File: config.mk
export PLATFORM = sky130hd
export DESIGN_NAME = a429_tx
export DESIGN_NICKNAME = d
export VERILOG_FILES = /design/src/rtl/a429_tx.sv
export SDC_FILE = /design/constraint.sdc
export NUM_CORES = 1
export LEC_CHECK = 0
export BUFFER_PORTS_ARGS = -buffer_cell sky130_fd_sc_hd__buf_2
export CORE_ASPECT_RATIO = 0.8
export CORE_UTILIZATION = 40
export CTS_CLUSTER_SIZE = 30
export DETAILED_ROUTE_END_ITERATION = 8
export MAX_ROUTING_LAYER = met4
export SLEW_MARGIN = 5
export SYNTH_ARGS = -nofsm -noshare
export SYNTH_HDL_FRONTEND = slang
export SYNTH_SLANG_ARGS = --single-unit
File: constraint.sdc
create_clock -name clk -period 6.5 [get_ports clk]
set_input_delay 0.65 -clock clk [delete_from_list [all_inputs] [get_ports clk]]
set_output_delay 0.65 -clock clk [all_outputs]
set_load 0.03 [all_outputs]
File: src/rtl/a429_tx.sv
module a429_tx #(
  parameter int HI_DIV   = 10,
  parameter int LO_DIV   = 80,
  parameter int DEPTH    = 8,
  parameter int GAP_BITS = 4
) (
  input  logic        clk,
  input  logic        rst_n,
  input  logic [15:0] din,
  input  logic        ld_lo_n,
  input  logic        ld_hi_n,
  input  logic        ld_cfg_n,
  input  logic        tx_en,
  input  logic        par_force,
  output logic        out_a,
  output logic        out_b,
  output logic        bit_clk,
  output logic        tx_ready
);
  localparam int DW = $clog2(LO_DIV + 1);
  localparam int AW = (DEPTH > 1) ? $clog2(DEPTH) : 1;
  localparam int CW = $clog2(DEPTH + 1);
  localparam int GW = $clog2(GAP_BITS + 1);

  typedef enum logic [1:0] {IDLE, SEND, GAP} st_t;

  logic [1:0]    cfg = 2'b00;   // {parity enable, slow rate}
  logic          lo_q, hi_q, cfg_q, en_q;
  logic [15:0]   lo_half;
  logic [31:0]   mem [DEPTH];
  logic [AW-1:0] wp, rp;
  logic [CW-1:0] count;
  logic [DW-1:0] div_cnt;
  logic [GW-1:0] gap_cnt;
  logic [4:0]    bit_n;
  logic [31:0]   sh;
  st_t           st;

  wire lo_stb  = lo_q & ~ld_lo_n;
  wire hi_stb  = hi_q & ~ld_hi_n;
  wire cfg_stb = cfg_q & ~ld_cfg_n;
  wire clr     = en_q & ~tx_en;

  wire [DW-1:0] lim  = cfg[0] ? DW'(LO_DIV - 1) : DW'(HI_DIV - 1);
  wire [DW-1:0] half = cfg[0] ? DW'(LO_DIV / 2) : DW'(HI_DIV / 2);
  wire tick = div_cnt >= lim;

  wire full  = count == CW'(DEPTH);
  wire push  = hi_stb && !full && !clr;
  wire start = tick && tx_en && !clr && count != '0 &&
               (st == IDLE || (st == GAP && gap_cnt == '0));

  wire [31:0] head    = mem[rp];
  wire        par_on  = par_force | cfg[1];
  wire [31:0] tx_word = par_on ? {~^head[30:0], head[30:0]} : head;

  assign bit_clk  = div_cnt < half;
  assign out_a    = (st == SEND) &  sh[0] & bit_clk;
  assign out_b    = (st == SEND) & ~sh[0] & bit_clk;
  assign tx_ready = count == '0;

  always_ff @(posedge clk)
    if (cfg_stb) cfg <= {din[4], din[0]};

  always_ff @(posedge clk or negedge rst_n)
    if (!rst_n) begin
      lo_q <= 1'b1; hi_q <= 1'b1; cfg_q <= 1'b1; en_q <= 1'b0;
      lo_half <= '0;
    end else begin
      lo_q <= ld_lo_n; hi_q <= ld_hi_n; cfg_q <= ld_cfg_n; en_q <= tx_en;
      if (lo_stb) lo_half <= din;
    end

  always_ff @(posedge clk)
    if (push) mem[wp] <= {din, lo_half};

  always_ff @(posedge clk or negedge rst_n)
    if (!rst_n) begin
      wp <= '0; rp <= '0; count <= '0;
    end else if (clr) begin
      wp <= '0; rp <= '0; count <= '0;
    end else begin
      if (push)  wp <= (wp == AW'(DEPTH - 1)) ? '0 : wp + 1'b1;
      if (start) rp <= (rp == AW'(DEPTH - 1)) ? '0 : rp + 1'b1;
      count <= count + CW'(push) - CW'(start);
    end

  always_ff @(posedge clk or negedge rst_n)
    if (!rst_n) begin
      div_cnt <= '0; st <= IDLE; bit_n <= '0; gap_cnt <= '0; sh <= '0;
    end else begin
      div_cnt <= tick ? '0 : div_cnt + 1'b1;
      if (start) begin
        st <= SEND; sh <= tx_word; bit_n <= '0;
      end else if (tick) begin
        case (st)
          SEND: if (bit_n == 5'd31) begin
                  st <= GAP; gap_cnt <= GW'(GAP_BITS - 1);
                end else begin
                  bit_n <= bit_n + 1'b1; sh <= sh >> 1;
                end
          GAP:  if (gap_cnt == '0) st <= IDLE;
                else gap_cnt <= gap_cnt - 1'b1;
          default: ;
        endcase
      end
    end

  a_r1_never_both: assert property (@(posedge clk) disable iff (!rst_n)
    !(out_a && out_b));
  a_r1_rz_second_half: assert property (@(posedge clk) disable iff (!rst_n)
    !bit_clk |-> !out_a && !out_b);
  a_r9_gap_null: assert property (@(posedge clk) disable iff (!rst_n)
    st == GAP |-> !out_a && !out_b);
  a_r5_push_not_ready: assert property (@(posedge clk) disable iff (!rst_n)
    hi_stb && !clr |=> !tx_ready);
  a_r6_fall_clears: assert property (@(posedge clk) disable iff (!rst_n)
    $fell(tx_en) |=> tx_ready);
  a_r10_full_holds: assert property (@(posedge clk) disable iff (!rst_n)
    full && hi_stb && !start && !clr |=> full);
endmodule

==> metrics.md <==
| Metric | Value |
|---|---|
| Run status | `complete, no violations` |
| Clk sinks | `337` |
| Drt initial violations | `496` |
| EDFF count, synth | `between 200 and 300` |
| Warnings, synthesis | `0` |
| Initial core utilization | `about two fifths` |
| Initial antenna violation count | `0` |
| Row count | `60` |
| Worst-margin pin slew | `between 1 and 1.5 ns` |
| Final ANT Viol Nets | `0` |
| Syn Area/Cell | `16.7 µm²` |
| Worst path bufs/invs | `3` |
| Power Density | `319 nW/µm²` |
| Crit-path leading delay family | `adder cells` |
| Synth area leaders | `edfxtp_1, dfrtp_1, mux4_2` |
| Post-synth top cells | `edfxtp_1, dfrtp_1, mux2i_1` |
| Internal power | `3.70 mW` |
| Final non-filler cell total | `about 1300` |
| Netlist cell types | `39` |
| Slowest cell delay on critical path | `0.68 ns` |
| Global Route Usage Sum | `around 17%` |
| R2r startpoint | `cfg[0]` |
| Layout area overhead | `12.0%` |
| Vias in the first global route | `6979` |
| Die area | `35100 µm²` |
| Tcrit/Tclk final | `67.2%` |
| Final setup vio count | `0` |
| Sequential share of power | `52.3%` |
| Core area | `33700 µm²` |
| Prevailing post-synth register cell | `edfxtp_1` |
| Post-CTS Setup Inserts | `0` |
| R2R setup slack | `2.13 ns` |
| H-tree levels | `1` |
| CTS buffer count | `31` |
| CTS clk-pin slew, worst paths | `approximately 0.07 ns` |
| Critical path class | `reg -> reg` |
| Vias after detailed routing | `just under 7000` |
| Port bufs | `26` |
| Final HPWL DP | `15400 µm` |
| Post-synth ARST share | `23.4%` |
| Nets | `901` |
| CTS Root Cell | `clkbuf_16` |
| CP Launch Type | `flip-flop` |
| Initial DRT Pass Iterations | `5` |
| Crit path max fanout | `45` |
| Clock skew | `0.0318 ns` |
| Worst IR Drop VDD | `271 µV` |
| Post-Syn Nets | `865` |
| Worst Hold Class | `in -> reg` |
| Drt wl/cell | `between 20 and 25 µm` |
| Lkg Pwr | `5.25 nW` |
| Top-area cell type share of the netlist area | `56.5%` |
| Synth Register Bits | `337` |
| Worst path required time | `6.93 ns` |
| Critical path origin | `cfg[0]` |
| Comb pwr share | `a little under an eighth` |
| CP arrival | `~4.8 ns` |
| Setup tns final | `0 ns` |
| Via density | `approximately 5.3` |
| Layout cells sized above 1 | `20.7%` |
| Mapped Area | `approximately 14000 µm²` |
| Antenna diodes | `0` |
| CP max stage cell | `nand2b_2` |
| Ports | `27` |
| Hold_sp | `ld_lo_n` |
| Routed wire length | `27300 µm` |
| Clock Tree Buf Depth | `3` |
| Cells after Synth | `820` |
| Post-layout min period | `around 4.4 ns` |
| Largest net degree at the start of global routing | `72` |
| Final hold vios | `0` |
| Final GP Congestion | `0.787` |
| Latest clock arrival within the worst-skew pair | `0.60 ns` |
| Psw | `1.20 mW` |
| First-pass GRT wire length | `approximately 43000 µm` |
| Die Ht | `168 µm` |
| DP Cell Count | `between 1000 and 1500` |
| Biggest area consumer among synthesized cells | `edfxtp_1` |
| Worst Setup End Kind | `flip-flop` |
| Slew Limit Fails | `0` |
| Max-cap violations | `0` |
| CP Cell Sequence | `inv_1 -> ha_1 -> a21o_1 -> a21o_1 -> a211o_1 -> a21o_1 -> nand2b_2 -> inv_2 -> ha_1 -> inv_1 -> ha_1 -> fa_1 -> xnor2_1 -> nor2_1` |
| Post-route setup slack | `2.13 ns` |
| RSZ-0062 raised after global routing | `no` |
| Most common cell in the netlist | `edfxtp_1` |
| Remaining routing DRC violations | `0` |
| Slew HR | `between 20% and 30%` |
| Fmax | `0.229 GHz` |
| CTS tree | `yes` |
| Global route overflow | `0` |
| WHS | `0.167 ns` |
| Place WS | `2.13 ns` |
| Die X | `209 µm` |
| Sequential element share of the synthesized area | `70.9%` |
| Clock share of power | `36.4%` |
| Switching Share | `24.5%` |
## layer usage
layer  wire (µm)  up-vias  track usage, %
met5           0        -               -
met4         414        0            3.32
met3        1080       35            2.70
met2       12300      123            24.3
met1       13500     3568            24.3
li1            -     3193               -
## timing repair
| item | 4_1_cts | 5_1_grt |
|---|---|---|
| gates resized for setup | 0 | 0 |
| endpoints found under the hold margin | 25 | 0 |
| hold buffers | 1 | 0 |
## cell type report
cell class | count | area (µm²)
well taps | 434 | 543
fillers | 2896 | 18300
flip-flops and latches | 337 | 9730
multi-input cells | 433 | 3790
inverters | 12 | 45.0
clock inverters | 17 | 131
clock buffers | 41 | 873
repair buffers | 41 | 248
## cells by family after synthesis
family,Yosys count,synth area share (%)
xor gates and xnor gates,35,2.59
and+or+nand+nor,131,4.15
adders and majority gates,22,2.06
DFF,337,70.9
AOI/OAI and AO/OA,118,4.60
muxes,127,13.8
buffers and inverters,50,1.91
## path summary, 6_finish.rpt
path,end,depth (start not counted)
worst max-delay path,count[2],14
worst min-delay path,lo_q,1
worst max register to register,count[2],14
worst min register to register,sh[20],2
max in group asynchronous,sh[8],3
min in group asynchronous,div_cnt[6],2
## registers in the layout, summed over array words and instances (netlist names)
| signal | count |
|---|---|
| mem | 256 |
| sh | 32 |
| lo_half | 16 |
| div_cnt | 7 |
| bit_n | 5 |
| count | 4 |
| gap_cnt | 3 |
| rp | 3 |
| wp | 3 |
| cfg | 2 |
| st | 2 |
| cfg_q | 1 |
| en_q | 1 |
| hi_q | 1 |
| lo_q | 1 |
## power groups by stage
stage	Combinational, mW	Clock (mW)	Sequential [mW]
2_1_floorplan	0.413	0	2.58
3_3_place_gp	0.553	0	2.61
3_5_place_dp	0.566	0	2.61
4_1_cts	0.569	1.82	2.57
5_1_grt	0.620	1.92	2.58
6_report	0.556	1.79	2.57
## stage by stage
stage	area [µm²]	power, mW	utilization (%)
4_1_cts	15400	4.96	45.6
3_5_place_dp	14400	3.18	42.6
5_1_grt	15400	5.12	45.6
2_1_floorplan	13700	3.00	-
3_3_place_gp	14400	3.16	42.6
6_report	15400	4.91	45.6
## placed cells by master (no fill, tap or decap), types with 28 or more instances in the layout
cell       netlist  layout
a21oi_1         50      50
clkbuf_16        0      31
dfrtp_1         76      74
edfxtp_1       258     258
mux2_2          28      28
mux2i_1         53      53
mux4_2          43      43
nand2_1         50      49
nor2_1          46      40
o21ai_0         42      42
Power figures use the tool's default switching activity.
